[src/rtl/seg_guard_pkg.sv]
package seg_guard_pkg;

  // Access byte bit positions
  localparam int ACC_PRESENT = 7;
  localparam int ACC_DPL_HI  = 6;
  localparam int ACC_DPL_LO  = 5;
  localparam int ACC_SEGBIT  = 4;
  localparam int ACC_CODE    = 3;
  localparam int ACC_DIRCONF = 2;
  localparam int ACC_RDWR    = 1;

  // Flag nibble bit positions
  localparam int FLG_GRAN = 3;
  localparam int FLG_SIZE = 2;

  typedef enum logic [1:0] {
    KIND_READ  = 2'd0,
    KIND_WRITE = 2'd1,
    KIND_EXEC  = 2'd2,
    KIND_RSVD  = 2'd3
  } reqKind_e;

  typedef enum logic [2:0] {
    FC_NONE   = 3'd0,
    FC_ABSENT = 3'd1,
    FC_TYPE   = 3'd2,
    FC_PRIV   = 3'd3,
    FC_LIMIT  = 3'd4
  } faultCode_e;

  // Strobes from control to datapath
  typedef struct packed {
    logic absent;
    logic typeBad;
    logic privBad;
    logic growDown;
    logic pageGran;
    logic wideTop;
  } strobe_t;

endpackage

[src/rtl/seg_guard_ctrl.sv]
module seg_guard_ctrl
  import seg_guard_pkg::*;
(
  input  logic [7:0] descAccess,
  input  logic [3:0] descFlags,
  input  logic [1:0] reqKind,
  input  logic [1:0] cpl,
  output strobe_t    strobes
);

  reqKind_e   kindE;
  logic       isPresent;
  logic       isSegment;
  logic       isCode;
  logic       dirConf;
  logic       rdWr;
  logic [1:0] dpl;
  logic       codeBad;
  logic       dataBad;
  logic       unusedBits;

  assign kindE     = reqKind_e'(reqKind);
  assign isPresent = descAccess[ACC_PRESENT];
  assign dpl       = descAccess[ACC_DPL_HI:ACC_DPL_LO];
  assign isSegment = descAccess[ACC_SEGBIT];
  assign isCode    = descAccess[ACC_CODE];
  assign dirConf   = descAccess[ACC_DIRCONF];
  assign rdWr      = descAccess[ACC_RDWR];

  // accessed bit and low flag bits play no part in the decision
  assign unusedBits = ^{descAccess[0], descFlags[1:0]};

  // code: fetch ok, read needs readable, write never
  always_comb begin
    unique case (kindE)
      KIND_READ:  codeBad = !rdWr;
      KIND_WRITE: codeBad = 1'b1;
      KIND_EXEC:  codeBad = 1'b0;
      default:    codeBad = 1'b1;
    endcase
  end

  // data: read ok, write needs writable, fetch never
  always_comb begin
    unique case (kindE)
      KIND_READ:  dataBad = 1'b0;
      KIND_WRITE: dataBad = !rdWr;
      KIND_EXEC:  dataBad = 1'b1;
      default:    dataBad = 1'b1;
    endcase
  end

  always_comb begin
    strobes          = '0;
    strobes.absent   = !isPresent;
    strobes.typeBad  = !isSegment || (isCode ? codeBad : dataBad);
    strobes.privBad  = !isCode && (cpl > dpl);
    strobes.growDown = !isCode && dirConf;
    strobes.pageGran = descFlags[FLG_GRAN];
    strobes.wideTop  = descFlags[FLG_SIZE];
  end

endmodule

[src/rtl/seg_guard_bound.sv]
module seg_guard_bound #(
  parameter int ADDR_W     = 32,
  parameter int LIM_W      = 20,
  parameter int PAGE_SHIFT = 12,
  parameter int SIZE_W     = 2
) (
  input  logic [ADDR_W-1:0] offset,
  input  logic [LIM_W-1:0]  limit,
  input  logic [SIZE_W-1:0] sizeLog,
  input  logic              pageGran,
  input  logic              growDown,
  input  logic              wideTop,
  output logic              outOfRange
);

  localparam int SCALED_W = LIM_W + PAGE_SHIFT;
  localparam logic [ADDR_W:0] ONE_X      = (ADDR_W+1)'(1);
  localparam logic [ADDR_W:0] NARROW_TOP = (ADDR_W+1)'(16'hFFFF);
  localparam logic [ADDR_W:0] WIDE_TOP   = {1'b0, {ADDR_W{1'b1}}};

  logic [SCALED_W-1:0] pageLim;
  logic [ADDR_W-1:0]   pageLimW;
  logic [ADDR_W-1:0]   byteLimW;
  logic [ADDR_W-1:0]   effLim;
  logic [ADDR_W:0]     spanM1;
  logic [ADDR_W:0]     lastByte;
  logic [ADDR_W:0]     topVal;
  logic                upBad;
  logic                downBad;

  assign pageLim  = {limit, {PAGE_SHIFT{1'b1}}};
  assign byteLimW = {{(ADDR_W-LIM_W){1'b0}}, limit};

  // fit the scaled limit to the address width
  generate
    if (SCALED_W >= ADDR_W) begin : gTrim
      assign pageLimW = pageLim[ADDR_W-1:0];
    end else begin : gPad
      assign pageLimW = {{(ADDR_W-SCALED_W){1'b0}}, pageLim};
    end
  endgenerate

  assign effLim   = pageGran ? pageLimW : byteLimW;
  assign spanM1   = (ONE_X << sizeLog) - ONE_X;
  assign lastByte = {1'b0, offset} + spanM1;
  assign topVal   = wideTop ? WIDE_TOP : NARROW_TOP;

  assign upBad   = lastByte > {1'b0, effLim};
  assign downBad = ({1'b0, offset} <= {1'b0, effLim}) || (lastByte > topVal);

  assign outOfRange = growDown ? downBad : upBad;

endmodule

[src/rtl/seg_guard_dp.sv]
module seg_guard_dp
  import seg_guard_pkg::*;
#(
  parameter int ADDR_W     = 32,
  parameter int LIM_W      = 20,
  parameter int PAGE_SHIFT = 12,
  parameter int SIZE_W     = 2
) (
  input  logic              clk,
  input  logic              rstN,
  input  logic              reqValid,
  input  logic [ADDR_W-1:0] base,
  input  logic [LIM_W-1:0]  limit,
  input  logic [ADDR_W-1:0] offset,
  input  logic [SIZE_W-1:0] sizeLog,
  input  strobe_t           strobes,
  output logic              rspValid,
  output logic              rspFault,
  output logic [2:0]        rspCode,
  output logic [ADDR_W-1:0] rspAddr
);

  logic              outOfRange;
  faultCode_e        nextCode;
  logic [ADDR_W-1:0] linSum;

  seg_guard_bound #(
    .ADDR_W    (ADDR_W),
    .LIM_W     (LIM_W),
    .PAGE_SHIFT(PAGE_SHIFT),
    .SIZE_W    (SIZE_W)
  ) u_bound (
    .offset    (offset),
    .limit     (limit),
    .sizeLog   (sizeLog),
    .pageGran  (strobes.pageGran),
    .growDown  (strobes.growDown),
    .wideTop   (strobes.wideTop),
    .outOfRange(outOfRange)
  );

  assign linSum = base + offset;

  // fixed fault priority
  always_comb begin
    if (strobes.absent)       nextCode = FC_ABSENT;
    else if (strobes.typeBad) nextCode = FC_TYPE;
    else if (strobes.privBad) nextCode = FC_PRIV;
    else if (outOfRange)      nextCode = FC_LIMIT;
    else                      nextCode = FC_NONE;
  end

  always_ff @(posedge clk) begin
    if (!rstN) begin
      rspValid <= 1'b0;
      rspFault <= 1'b0;
      rspCode  <= 3'd0;
      rspAddr  <= '0;
    end else begin
      rspValid <= reqValid;
      if (reqValid) begin
        rspCode  <= nextCode;
        rspFault <= (nextCode != FC_NONE);
        rspAddr  <= (nextCode == FC_NONE) ? linSum : '0;
      end
    end
  end

  AST_RSP_LATENCY: assert property (@(posedge clk) disable iff (!rstN)
    $past(rstN) |-> (rspValid == $past(reqValid)));

  AST_ABSENT_FIRST: assert property (@(posedge clk) disable iff (!rstN)
    $past(rstN && reqValid && strobes.absent) |-> (rspFault && rspCode == 3'd1));

  AST_FAULT_NO_ADDR: assert property (@(posedge clk) disable iff (!rstN)
    rspFault |-> (rspAddr == '0));

endmodule

[src/rtl/seg_guard.sv]
module seg_guard
  import seg_guard_pkg::*;
#(
  parameter int ADDR_W     = 32,
  parameter int LIM_W      = 20,
  parameter int PAGE_SHIFT = 12,
  parameter int SIZE_W     = 2
) (
  input  logic              clk,
  input  logic              rstN,
  input  logic              reqValid,
  input  logic [ADDR_W-1:0] descBase,
  input  logic [LIM_W-1:0]  descLimit,
  input  logic [7:0]        descAccess,
  input  logic [3:0]        descFlags,
  input  logic [ADDR_W-1:0] reqOffset,
  input  logic [SIZE_W-1:0] reqSize,
  input  logic [1:0]        reqKind,
  input  logic [1:0]        cpl,
  output logic              rspValid,
  output logic              rspFault,
  output logic [2:0]        rspCode,
  output logic [ADDR_W-1:0] rspAddr
);

  strobe_t strobes;

  seg_guard_ctrl u_ctrl (
    .descAccess(descAccess),
    .descFlags (descFlags),
    .reqKind   (reqKind),
    .cpl       (cpl),
    .strobes   (strobes)
  );

  seg_guard_dp #(
    .ADDR_W    (ADDR_W),
    .LIM_W     (LIM_W),
    .PAGE_SHIFT(PAGE_SHIFT),
    .SIZE_W    (SIZE_W)
  ) u_dp (
    .clk     (clk),
    .rstN    (rstN),
    .reqValid(reqValid),
    .base    (descBase),
    .limit   (descLimit),
    .offset  (reqOffset),
    .sizeLog (reqSize),
    .strobes (strobes),
    .rspValid(rspValid),
    .rspFault(rspFault),
    .rspCode (rspCode),
    .rspAddr (rspAddr)
  );

  AST_CODE_NO_WRITE: assert property (@(posedge clk) disable iff (!rstN)
    $past(rstN && reqValid && descAccess[7] && descAccess[4] && descAccess[3] && reqKind == 2'd1)
      |-> (rspFault && rspCode == 3'd2));

  AST_DATA_NO_EXEC: assert property (@(posedge clk) disable iff (!rstN)
    $past(rstN && reqValid && descAccess[7] && descAccess[4] && !descAccess[3] && reqKind == 2'd2)
      |-> (rspFault && rspCode == 3'd2));

endmodule

[config.mk]
export PLATFORM = sky130hd
export DESIGN_NAME = seg_guard
export DESIGN_NICKNAME = d
export VERILOG_FILES = /design/src/rtl/seg_guard_pkg.sv /design/src/rtl/seg_guard_ctrl.sv /design/src/rtl/seg_guard_bound.sv /design/src/rtl/seg_guard_dp.sv /design/src/rtl/seg_guard.sv
export SDC_FILE = /design/constraint.sdc
export NUM_CORES = 1
export LEC_CHECK = 0
export BUFFER_PORTS_ARGS = -buffer_cell sky130_fd_sc_hd__buf_2
export CORE_MARGIN = 2
export CORE_UTILIZATION = 50
export DETAILED_ROUTE_END_ITERATION = 10
export PLACE_DENSITY = 0.74
export SLEW_MARGIN = 0
export SYNTH_ARGS = -nofsm -noshare
export SYNTH_HDL_FRONTEND = slang
export SYNTH_SLANG_ARGS = --single-unit
export TNS_END_PERCENT = 50
[constraint.sdc]
create_clock -name clk -period 8.25 [get_ports clk]
set_input_delay 0.825 -clock clk [delete_from_list [all_inputs] [get_ports clk]]
set_output_delay 0.825 -clock clk [all_outputs]
set_load 0.05 [all_outputs]
== Yosys cells after proc, flatten, opt, wreduce, memory -nomap -nowiden ==
Index checks and enable logic that the tools add are counted.

* Logic and storage cells: 35
* Input port bits: 105
* Register bits after elaboration: 37

* Shift-type cells: 1
* $add $sub $neg: 3
* Reduce and logical (&&, ||, !) cells: 10
* Muxes and demuxes: 11
* $lt $le $gt $ge: 4
* Equal/unequal tests: 2

{| class="wikitable"
|+ Operators by type and width
! cell !! number
|-
| 2-to-1 mux 32 bit || 3
|-
| greater-than comparator 33 x 32 -> 1 bit || 2
|-
| adder 32 x 33 -> 33 bit || 1
|-
| left shift 1 x 2 -> 33 bit, first input constant || 1
|-
| subtractor 33 x 1 -> 33 bit, second input constant || 1
|-
| adder 32 bit || 1
|-
| <= comparator 32 bit || 1
|-
| 2-to-1 mux 3 bit || 4
|-
| case mux 1 bit (2 select lines) || 2
|-
| logical NOT 1 bit || 3
|-
| logical NOT 3 bit || 1
|-
| nonzero test 3 bit || 1
|-
| == test 2 x 1 -> 1 bit, second input constant || 1
|-
| == test 2 bit, second input constant || 1
|-
| greater-than comparator 2 bit || 1
|-
| logical AND 1 bit || 2
|-
| logical NOT 2 bit || 1
|-
| logical OR 1 bit || 2
|-
| 2-to-1 mux 1 bit || 2
|}

== Depth between registers and ports, before layout ==
Gate-level depths: netlist of run 1.

* Word-level depth: 12
* Depth in mapped cells: 28

== Cells and area by module ==
A second synthesis of run 1 with hierarchy kept.

* Cell total of the unflattened synthesis: 883
* Area total of the unflattened synthesis: 6881.6 um^2

{| class="wikitable"
|+ By module, submodules not included
! module !! sequential area each (um^2) !! cells an instance !! times used !! area an instance (um^2)
|-
| seg_guard_bound || 0.0 || 505 || 1 || 3791.1
|-
| seg_guard_dp || 740.7 || 362 || 1 || 2971.6
|-
| seg_guard_ctrl || 0.0 || 16 || 1 || 118.9
|}

== Worst setup path before layout of run 1 ==
OpenSTA, ideal clock, no wires.

* Path type: input port to flip-flop
* From: input reqSize[1]
* To: register u_dp.rspAddr[10]
* Stages on the path: 25
* Buffers on the path: 1
* Data arrival time: 5718 ps
* Slack: 2447 ps
* Cells stage by stage: or2_2 > ha_1 > inv_1 > ha_1 > inv_1 > fa_1 > nor2b_1 > o211ai_1 > a21oi_1 > o21ai_0 > and4_1 > o31ai_1 > o221ai_1 > o31ai_1 > o41a_1 > xor2_1 > ha_1 > nand3_1 > nor2_1 > nand4_1 > or4_1 > nor4_2 > o21ai_2 > buf_6 > o31ai_2

* Word-level cells in the longest chain between the ends: 12
* Elaborated cells on any way between the ends: 13
* Classes of those cells: add/sub (2); order compare (2); shift (1); mux (6); reduce/logical (2)

{| class="wikitable"
|+ RTL lines
! element !! line !! RTL
|-
| start: declaration || seg_guard.sv:17 || <nowiki>input logic [SIZE_W-1:0] reqSize,</nowiki>
|-
| left shift 1 x 2 -> 33 bit * || seg_guard_bound.sv:44 || <nowiki>assign spanM1 = (ONE_X << sizeLog) - ONE_X;</nowiki>
|-
| subtractor 33 x 1 -> 33 bit * || seg_guard_bound.sv:44 ||
|-
| adder 32 x 33 -> 33 bit * || seg_guard_bound.sv:45 || <nowiki>assign lastByte = {1'b0, offset} + spanM1;</nowiki>
|-
| greater-than comparator 33 x 32 -> 1 bit || seg_guard_bound.sv:49 || <nowiki>assign downBad = ({1'b0, offset} <= {1'b0, effLim}) || (lastByte > topVal);</nowiki>
|-
| logical OR 1 bit || seg_guard_bound.sv:49 ||
|-
| 2-to-1 mux 1 bit * || seg_guard_bound.sv:51 || <nowiki>assign outOfRange = growDown ? downBad : upBad;</nowiki>
|-
| 2-to-1 mux 3 bit * || seg_guard_dp.sv:49 || <nowiki>else if (outOfRange) nextCode = FC_LIMIT;</nowiki>
|-
| 2-to-1 mux 3 bit * || seg_guard_dp.sv:48 || <nowiki>else if (strobes.privBad) nextCode = FC_PRIV;</nowiki>
|-
| 2-to-1 mux 3 bit * || seg_guard_dp.sv:47 || <nowiki>else if (strobes.typeBad) nextCode = FC_TYPE;</nowiki>
|-
| 2-to-1 mux 3 bit * || seg_guard_dp.sv:46 || <nowiki>if (strobes.absent) nextCode = FC_ABSENT;</nowiki>
|-
| logical NOT 3 bit * || seg_guard_dp.sv:64 || <nowiki>rspAddr <= (nextCode == FC_NONE) ? linSum : '0;</nowiki>
|-
| 2-to-1 mux 32 bit * || seg_guard_dp.sv:64 ||
|-
| end signal: assignment || seg_guard_dp.sv:64 ||
|-
| end: declaration || seg_guard_dp.sv:20 || <nowiki>output logic [ADDR_W-1:0] rspAddr</nowiki>
|}

Mark *: on every way between the ends. The rest lies on a longest branch, timed or not.
A chain may end at the register's enable or synchronous reset.

== Worst setup path in the final report of run 1 ==
* From: input reqSize[1]
* To: register u_dp.rspAddr[17]

The elaborated chain is that of the path after synthesis.

==> results of run 1 <==
==> metrics by stage <==
step	setup slack [ns]	std cells	util (%)	hold slack, ns
final	1.553	1149	58.52	0.4510
after global routing	0.9313	1149	58.52	0.4747
after CTS	1.531	1149	58.52	0.4535
after detailed placement	1.241	1142	57.44	0.4414
after global placement	1.286	1142	57.44	0.4345
after floorplan	2.447	843	-	0.6952
==> kinds of logic (layout without fill, tap and decap cells) <==
family / after synthesis / after routing / share of synthesized area [%]
multiplexers: 10 / 10 / 1.495
AND/OR/NAND/NOR: 241 / 241 / 17.98
XOR/XNOR: 53 / 53 / 7.047
adder cells (fa/ha/maj): 150 / 150 / 28.26
flip-flops: 37 / 37 / 11.07
AO/OA/AOI/OAI: 269 / 269 / 29.14
buffers and inverters: 83 / 213 / 5.009
==> report_power, final <==
part / internal (uW) / switching, uW / leakage (uW) / total [uW]
Combinational: 225 / 319 / 0.00349 / 545
Clock: 118 / 65.0 / 0.0000700 / 183
Sequential: 181 / 0.978 / 0.000299 / 182
==> critical path: cells and delay by family <==
family | cells | cell delay [ns]
XOR/XNOR | 1 | 0.22
buffers and inverters | 4 | 0.52
AO/OA/AOI/OAI | 9 | 2.39
adder cells (fa/ha/maj) | 4 | 0.91
AND/OR/NAND/NOR | 8 | 2.00
==> cell usage after synthesis, drive strengths merged (3+ instances only) <==
| cell | instances | area (sq um) |
|---|---|---|
| nand3 | 16 | 80.08 |
| xnor2 | 36 | 315.3 |
| inv | 65 | 244.0 |
| and2 | 4 | 25.02 |
| and3 | 8 | 50.05 |
| nor3 | 12 | 60.06 |
| or2 | 7 | 46.30 |
| o31ai | 37 | 427.9 |
| nand4 | 18 | 112.6 |
| o21a | 14 | 105.1 |
| buf | 4 | 38.78 |
| a21oi | 80 | 407.9 |
| o211ai | 12 | 95.09 |
| mux2i | 10 | 100.1 |
| nand2b | 10 | 62.56 |
| o21ai | 38 | 197.7 |
| ha | 148 | 1852 |
| nand2 | 79 | 296.5 |
| a31oi | 7 | 43.79 |
| o21bai | 9 | 67.56 |
| a21o | 37 | 277.8 |
| and4 | 10 | 90.09 |
| a211oi | 6 | 50.05 |
| or3 | 3 | 18.77 |
| nor2 | 50 | 187.7 |
| dfxtp | 37 | 740.7 |
| clkbuf | 14 | 52.55 |
| xor2 | 17 | 156.4 |
| nor2b | 13 | 81.33 |
==> final cells by class <==
class	instances	share of cell area (%)
clock buffers	7	1.855
multi-input cells	723	73.20
repair buffers	141	9.276
flip-flops and latches	37	9.634
inverters	65	3.173
well taps	176	2.864
==> per-layer routing <==
metal | routed length (um) | share of wire, % | GRT usage [%] | vias up
li1 | - | - | - | 3396
met1 | 8229 | 45 | 33.09 | 3019
met2 | 8604 | 47 | 44.96 | 190
met3 | 1012 | 5.5 | 2.376 | 30
met4 | 442 | 2.4 | 8.015 | 0
met5 | 0 | 0 | 0 | -
==> state kept, by name, indices dropped and copies added, names as in the netlist <==
signal and flops:
u_dp.rspValid 1, u_dp.rspCode 3, u_dp.rspAddr 32, u_dp.rspFault 1
==> path summary, 6_finish.rpt <==
| path | startpoint | endpoint | slack [ns] | depth (start not counted) |
|---|---|---|---|---|
| setup / recovery | reqSize[1] | u_dp.rspAddr[17]$_SDFFE_PN0P_ | 1.55 | 26 |
| setup reg to reg | u_dp.rspFault$_SDFFE_PN0P_ | u_dp.rspFault$_SDFFE_PN0P_ | 7.58 | 1 |
| hold reg to reg | u_dp.rspAddr[19]$_SDFFE_PN0P_ | u_dp.rspAddr[19]$_SDFFE_PN0P_ | 0.45 | 2 |
| hold / removal | u_dp.rspAddr[19]$_SDFFE_PN0P_ | u_dp.rspAddr[19]$_SDFFE_PN0P_ | 0.45 | 2 |
==> layout by cell type, fill, tap and decap left out, types with 3 or more instances in the layout <==
master,n
a211oi_1,5
a21o_1,37
a21oi_1,78
a31oi_1,7
and2_1,4
and3_1,8
and4_1,9
buf_2,138
buf_4,3
clkbuf_16,5
dfxtp_1,37
ha_1,148
inv_1,65
mux2i_1,10
nand2_1,79
nand2b_1,10
nand3_1,16
nand4_1,18
nor2_1,50
nor2b_1,12
nor3_1,12
o211ai_1,11
o21a_1,14
o21ai_0,35
o21bai_1,9
o31ai_1,7
o31ai_2,30
or2_2,6
or3_1,3
xnor2_1,36
xor2_1,16
==> impl_metrics.py, run 1 <==
metrics = {
    "status": {
        "outcome": "finished, final reports clean",
    },
    "synth": {
        "ys_seq_area_share_pct": 11.07,
        "synth-seq-cells": 37,
        "synth.avg_cell_area_sq_um": 7.941,
        "synth_flop_cell": "dfxtp_1",
        "ys_types": 70,
        "synth_edf_count": 0,
        "yosys_warnings": 0,
        "syn-cell-area_sq_um": 6694,
        "synthCells": 843,
        "syn_nets": 1098,
        "async_flop_share_pct": 0,
    },
    "sta": {
        "setup_violations": 0,
        "slew_headroom_pct": 53.26,
        "post-route-period-util_pct": 81.18,
        "hold_viol": 0,
        "fin_setup_tns_ns": 0,
        "worst_pin_slew_ns": 0.6937,
        "rsz0062_at_grt": "no",
        "finalMaxSlewViolations": 0,
        "skew_ns": 0,
        "clock.fmax_ghz": 0.1493,
        "fin_crit_ns": 6.697,
    },
    "cts": {
        "post-cts-setup-buffers": 0,
        "clk_latency_ns": 0.27,
        "numCtsBuffers": 5,
        "cts.sinks": 37,
        "h-tree-depth": 2,
        "cts_hold_buf": 0,
        "clk_pin_slew_ns": 0.05,
        "cts_buffer_depth": 2,
        "root_buffer": "clkbuf_16",
        "cts.repair.resized": 0,
        "cts_tree": "built",
    },
    "worst_setup_path": {
        "cp-end-kind": "register",
        "critPathMostFrequentCell": "ha_1",
        "cp-start-kind": "input port",
        "path_class": "input port to register",
        "crit_required_ns": 8.43,
        "slowest_stage": "or4_1",
        "arrival_ns": 6.88,
        "crit_path_max_fanout": 34,
        "max_stage_delay_ns": 0.53,
    },
    "layout": {
        "drive_gt1_share_pct": 20.45,
        "multiInputGateArea_sq_um": 5628,
        "nets": 1228,
        "syn_to_final_growth_pct": 14.86,
        "seq_area_sq_um": 740.7,
        "nFillCells": 1313,
        "final_area_sq_um": 7689,
        "antenna_cells": 0,
    },
    "placement": {
        "io_buffer_count": 138,
        "placed_cell_area_sq_um": 7546,
        "dpl.hpwl_mm": 15.73,
        "place.gp.congestion": 0.9587,
    },
    "die": {
        "die-area_sq_um": 14330,
        "die_y_um": 119.7,
        "start_util_pct": 50.95,
        "die_x_um": 119.7,
        "io-pin-count": 142,
        "rows": 42,
        "coreArea_sq_um": 13140,
    },
    "grt": {
        "antenna_found_initial": 0,
        "grt_max_degree": 35,
        "grt.overflow.total": 0,
        "grt.total_usage_pct": 25.62,
        "grt_pass1_wl_mm": 30.11,
        "grt_pass1_vias": 6385,
    },
    "run": {
        "cap_violations": 0,
    },
    "routing": {
        "wl_per_cell_um": 15.92,
        "via_count": 6635,
        "dr.pass1.iters": 5,
        "routed_wl_mm": 18.29,
        "routed_via_density": 5.775,
        "antenna_left": 0,
        "drc_errors": 0,
        "drtIter0Drc": 386,
    },
    "power_and_ir_drop": {
        "cellLeakagePower_uw": 0.003859,
        "powerDensity_nw_per_um2": 118.4,
        "power_uw": 910.4,
        "peakVddDrop_mv": 0.07061,
    },
    "min_path": {
        "hold_path.class": "register to register",
    },
}
Note: power is estimated with default switching activity, not from simulation.
==> run 2: changes to the inputs <==
==> constraint.sdc (replaced) <==
create_clock -name clk -period 6.4 [get_ports clk]
set_input_delay 0.64 -clock clk [delete_from_list [all_inputs] [get_ports clk]]
set_output_delay 0.64 -clock clk [all_outputs]
set_load 0.05 [all_outputs]
==> run 2 against run 1 <==
Compared with the run above:
- non-clock buffer count increased by 12
- setup slack worse by 1.1 ns
- via count down 0.15%
- core utilization up 0.80 points
- clock skew is the same
- sequential share of layout area is 0.13 points lower
==> impl_metrics.py, run 2 (synthesized netlist as in run 1, its figures left out) <==
metrics = {
    "status": {
        "outcome": "finished, final reports clean",
    },
    "layout": {
        "drive_gt1_share_pct": 21.50,
        "antenna_cells": 0,
        "layout_commonest_cell": "ha_1",
        "largest_reg_flops": 32,
        "top_regs": "u_dp.rspAddr: 32 flops, u_dp.rspCode: 3 flops",
        "final_area_sq_um": 7794,
        "syn_to_final_growth_pct": 16.43,
        "regMostFlops": "u_dp.rspAddr",
        "nets": 1240,
        "layout_common_cells": "ha_1 (148), buf_2 (138), nand2_1 (79)",
    },
    "placement": {
        "place.gp.congestion": 0.9402,
        "placed_cell_area_sq_um": 7649,
        "io_buffer_count": 138,
        "dpl.hpwl_mm": 15.95,
        "pre_cts_slack_ns": 0.08113,
    },
    "power_and_ir_drop": {
        "swShare_pct": 42.34,
        "cellLeakagePower_uw": 0.003918,
        "peakVddDrop_mv": 0.09485,
        "power_uw": 1190,
        "p_int_uw": 685.9,
        "p_sw_uw": 503.8,
        "p_clk_share_pct": 19.4,
        "p_seq_share_pct": 19.8,
        "power_frac_comb_pct": 60.9,
        "powerDensity_nw_per_um2": 152.7,
    },
    "sta": {
        "layout_setup_ws_ns": 0.4417,
        "setup_violations": 0,
        "hold_viol": 0,
        "whs_ns": 0.4502,
        "finalMaxSlewViolations": 0,
        "skew_ns": 0,
        "fin_setup_tns_ns": 0,
        "post-route-period-util_pct": 93.10,
        "worst_pin_slew_ns": 0.6366,
        "rsz0062_at_grt": "no",
        "clock.fmax_ghz": 0.1678,
        "fin_crit_ns": 5.958,
        "slew_headroom_pct": 57.56,
    },
    "routing": {
        "wl_per_cell_um": 15.80,
        "drtIter0Drc": 384,
        "routed_via_density": 5.701,
        "via_count": 6625,
        "drc_errors": 0,
        "dr.pass1.iters": 4,
        "antenna_left": 0,
        "routed_wl_mm": 18.36,
    },
    "worst_setup_path": {
        "path_buf_inv": 6,
        "arrival_ns": 6.15,
        "crit_required_ns": 6.59,
        "cp-start-kind": "input port",
        "crit_path_max_fanout": 16,
        "cpLargestDelayFamily": "compound AO/OA/AOI/OAI gates",
        "critPathMostFrequentCell": "ha_1",
        "cp-end-kind": "register",
        "path_class": "input port to register",
        "slowest_stage": "or4_1",
        "max_stage_delay_ns": 0.52,
    },
    "grt": {
        "grt.total_usage_pct": 25.39,
        "grt_pass1_wl_mm": 29.64,
        "grt_max_degree": 33,
        "antenna_found_initial": 0,
        "grt_pass1_vias": 6241,
        "grt.overflow.total": 0,
    },
    "cts": {
        "post-cts-setup-buffers": 0,
        "cts.sinks": 37,
        "clk_pin_slew_ns": 0.05,
        "cts_hold_buf": 0,
        "clk_latency_ns": 0.28,
        "cts_buffer_depth": 2,
        "cts.repair.resized": 0,
        "numCtsBuffers": 5,
        "h-tree-depth": 2,
        "root_buffer": "clkbuf_16",
        "cts_tree": "built",
    },
    "die": {
        "coreArea_sq_um": 13140,
        "die_y_um": 119.7,
        "die_x_um": 119.7,
        "die-area_sq_um": 14330,
        "start_util_pct": 50.95,
        "io-pin-count": 142,
        "rows": 42,
    },
    "run": {
        "cap_violations": 0,
    },
    "min_path": {
        "hold_path.class": "register to register",
    },
}
==> run 2: routing by layer <==
| metal | global-route usage, % | share of wire, % | vias to the layer above |
|---|---|---|---|
| met1 | 33.65 | 46 | 3022 |
| met5 | 0 | 0 | - |
| met3 | 1.378 | 4.5 | 25 |
| met4 | 8.162 | 2.4 | 0 |
| li1 | - | - | 3410 |
| met2 | 44.14 | 47 | 168 |
==> run 2: area by class of cell <==
type,instances,area (sq um)
clock buffers,8,136.4
fillers,1271,5344
inverters,65,244.0
multi-input cells,723,5637
flip-flops and latches,37,740.7
well taps,176,220.2
repair buffers,153,815.8
==> run 2: metrics by stage <==
stage	std cells	utilization, %
after floorplan	843	-
after global placement	1154	58.22
after detailed placement	1154	58.22
after CTS	1162	59.26
after global routing	1162	59.32
final	1162	59.32
==> run 2: power by group through the flow <==
stage                     Clock, uW  Combinational, uW  Sequential, uW
after floorplan                   0                511             250
after CTS                       234                717             235
after detailed placement          0                713             240
after global routing            243                811             235
final                           231                724             235
after global placement            0                702             240
==> run 2: path summary, 6_finish.rpt <==
kind	slack, ns	cells past startpoint	from	end
setup reg to reg	5.72	1	u_dp.rspFault$_SDFFE_PN0P_	u_dp.rspFault$_SDFFE_PN0P_
setup / recovery	0.44	28	reqSize[1]	u_dp.rspAddr[21]$_SDFFE_PN0P_
hold / removal	0.45	2	u_dp.rspAddr[26]$_SDFFE_PN0P_	u_dp.rspAddr[26]$_SDFFE_PN0P_
hold reg to reg	0.45	2	u_dp.rspAddr[26]$_SDFFE_PN0P_	u_dp.rspAddr[26]$_SDFFE_PN0P_
==> run 2: tightest hold or removal path, stage by stage, from the launching register on <==
cell	delay [ns]
dfxtp_1	0.31
nand2_1	0.06
o31ai_2	0.05
==> run 3: changes to the inputs <==
==> constraint.sdc (replaced) <==
create_clock -name clk -period 6.4 [get_ports clk]
set_input_delay 1.28 -clock clk [delete_from_list [all_inputs] [get_ports clk]]
set_output_delay 1.28 -clock clk [all_outputs]
set_load 0.05 [all_outputs]
==> run 3 against run 2 <==
Compared with the run above:
- sequential power is essentially flat
- critical path depth is the same
- die area is the same
- first-iteration DRC count shrank 17%
- clock power grew 22%
- sequential share of layout area shrank 0.41 points
- non-clock buffer count grew 24
- combinational power grew 8.3%
- clock skew is the same
- critical path type unchanged
- highest routed layer unchanged
==> impl_metrics.py, run 3 (synthesized netlist as in run 1, its figures left out) <==
metrics = {
    "sta": {
        "layout_setup_ws_ns": 0.2885,
        "finalMaxSlewViolations": 0,
        "rsz0062_at_grt": "yes",
        "clock.fmax_ghz": 0.1636,
        "slew_headroom_pct": 55.84,
        "skew_ns": 0,
        "worst_pin_slew_ns": 0.6457,
        "hold_viol": 0,
        "fin_setup_tns_ns": 0,
        "fin_crit_ns": 6.111,
        "post-route-period-util_pct": 95.49,
        "setup_violations": 0,
    },
    "min_path": {
        "min_path_cells": 2,
        "hold_path.class": "register to register",
    },
    "grt": {
        "antenna_found_initial": 0,
        "grt_pass1_wl_mm": 29.25,
        "grt.overflow.total": 0,
        "grt.total_usage_pct": 24.98,
        "grt_pass1_vias": 6235,
        "grt_max_degree": 33,
    },
    "routing": {
        "routed_via_density": 5.686,
        "via_count": 6744,
        "antenna_left": 0,
        "routed_wl_mm": 18.88,
        "wl_per_cell_um": 15.92,
        "drtIter0Drc": 318,
        "drc_errors": 0,
        "dr.pass1.iters": 4,
    },
    "die": {
        "io-pin-count": 142,
        "die_x_um": 119.7,
        "die_y_um": 119.7,
        "rows": 42,
        "coreArea_sq_um": 13140,
        "die-area_sq_um": 14330,
        "start_util_pct": 50.95,
    },
    "cts": {
        "h-tree-depth": 2,
        "clk_pin_slew_ns": 0.06,
        "cts_buffer_depth": 2,
        "cts_tree": "built",
        "cts.sinks": 37,
        "clk_latency_ns": 0.28,
        "numCtsBuffers": 5,
        "root_buffer": "clkbuf_16",
    },
    "worst_setup_path": {
        "r2r_cells": 1,
        "cp-endpoint": "u_dp.rspAddr[17]$_SDFFE_PN0P_",
        "slowest_stage": "or4_4",
        "timing.reg2reg.setup_slack_ns": 5.74,
        "cp-end-kind": "register",
        "path_buf_inv": 6,
        "crit_path_max_fanout": 9,
        "crit_required_ns": 6.59,
        "startpoint": "reqSize[1]",
        "max_stage_delay_ns": 0.44,
        "arrival_ns": 6.30,
        "cpLargestDelayFamily": "compound AO/OA/AOI/OAI gates",
        "cp.depth": 28,
        "cp-start-kind": "input port",
        "worstReg2RegStart": "u_dp.rspFault$_SDFFE_PN0P_",
        "path_class": "input port to register",
        "worst_r2r_endpoint": "u_dp.rspFault$_SDFFE_PN0P_",
    },
    "layout": {
        "syn_to_final_growth_pct": 21.66,
        "final_area_sq_um": 8144,
        "regMostFlops": "u_dp.rspAddr",
        "largest_reg_flops": 32,
        "antenna_cells": 0,
        "layout_commonest_cell": "ha_1",
        "top_regs": "u_dp.rspAddr: 32 flops, u_dp.rspCode: 3 flops",
        "drive_gt1_share_pct": 25.15,
        "layout_common_cells": "ha_1 (146), buf_2 (138), nand2_1 (79)",
        "finalCoreUtilization_pct": 61.99,
        "nets": 1264,
    },
    "power_and_ir_drop": {
        "cellLeakagePower_uw": 0.004084,
        "peakVddDrop_mv": 0.1023,
        "powerDensity_nw_per_um2": 159.5,
    },
    "placement": {
        "io_buffer_count": 138,
        "place.gp.congestion": 0.9258,
        "pre_cts_slack_ns": -0.6364,
        "placed_cell_area_sq_um": 7791,
        "dpl.hpwl_mm": 15.88,
    },
    "run": {
        "cap_violations": 0,
    },
    "status": {
        "outcome": "finished, final reports clean",
    },
}
## run 3: metrics by stage
stage	instances	power (uW)	hold slack (ns)
after floorplan	843	761.1	0.6952
after global placement	1173	960.2	0.4376
after detailed placement	1173	970.2	0.4412
after CTS	1182	1258	0.4540
after global routing	1186	1392	0.4718
final	1186	1299	0.4530
## run 3: repair_timing
action | 4_1_cts | 5_1_grt
gates cloned | 0 | 1
setup buffers | 1 | 3
hold buffers | 0 | 0
pin swaps | 2 | 19
gates resized for setup | 8 | 22
endpoints found under the setup margin | 34 | 34
## run 3: routing by layer
metal | vias to the layer above | track usage (%) | part of all wire, %
met5 | - | 0 | 0
met4 | 0 | 8.088 | 2.6
met3 | 31 | 1.663 | 4.4
met2 | 153 | 43.79 | 47
met1 | 3082 | 32.60 | 46
li1 | 3478 | - | -
## run 3: worst min-delay path, stage by stage (launching register included)
cell     delay, ns
dfxtp_1       0.32
nand2_1       0.06
o31ai_2       0.05
## run 3: cell type report
class / instances / area, sq um
Clock buffer: 5 / 125.1
Clock inverter: 3 / 46.29
Fill cell: 1241 / 4994
Inverter: 65 / 244.0
Multi-Input combinational cell: 723 / 5734
Sequential cell: 37 / 740.7
Tap cell: 176 / 220.2
Timing Repair Buffer: 177 / 1033
## run 3: power breakdown
group / internal (uW) / switching [uW]
combinational: 347 / 437
clock: 184 / 96.4
sequential: 233 / 1.28
total: 764 / 535
## run 3: worst min-delay path by stage
| stage | start | to | slack (ns) |
|---|---|---|---|
| after CTS | u_dp.rspAddr[18]$_SDFFE_PN0P_ | u_dp.rspAddr[18]$_SDFFE_PN0P_ | 0.45 |
| after global routing | u_dp.rspAddr[17]$_SDFFE_PN0P_ | u_dp.rspAddr[17]$_SDFFE_PN0P_ | 0.47 |
| after floorplan | u_dp.rspAddr[5]$_SDFFE_PN0P_ | u_dp.rspAddr[5]$_SDFFE_PN0P_ | 0.70 |
| after detailed placement | u_dp.rspAddr[16]$_SDFFE_PN0P_ | u_dp.rspAddr[16]$_SDFFE_PN0P_ | 0.44 |
| final | u_dp.rspAddr[18]$_SDFFE_PN0P_ | u_dp.rspAddr[18]$_SDFFE_PN0P_ | 0.45 |
| after global placement | u_dp.rspAddr[16]$_SDFFE_PN0P_ | u_dp.rspAddr[16]$_SDFFE_PN0P_ | 0.44 |
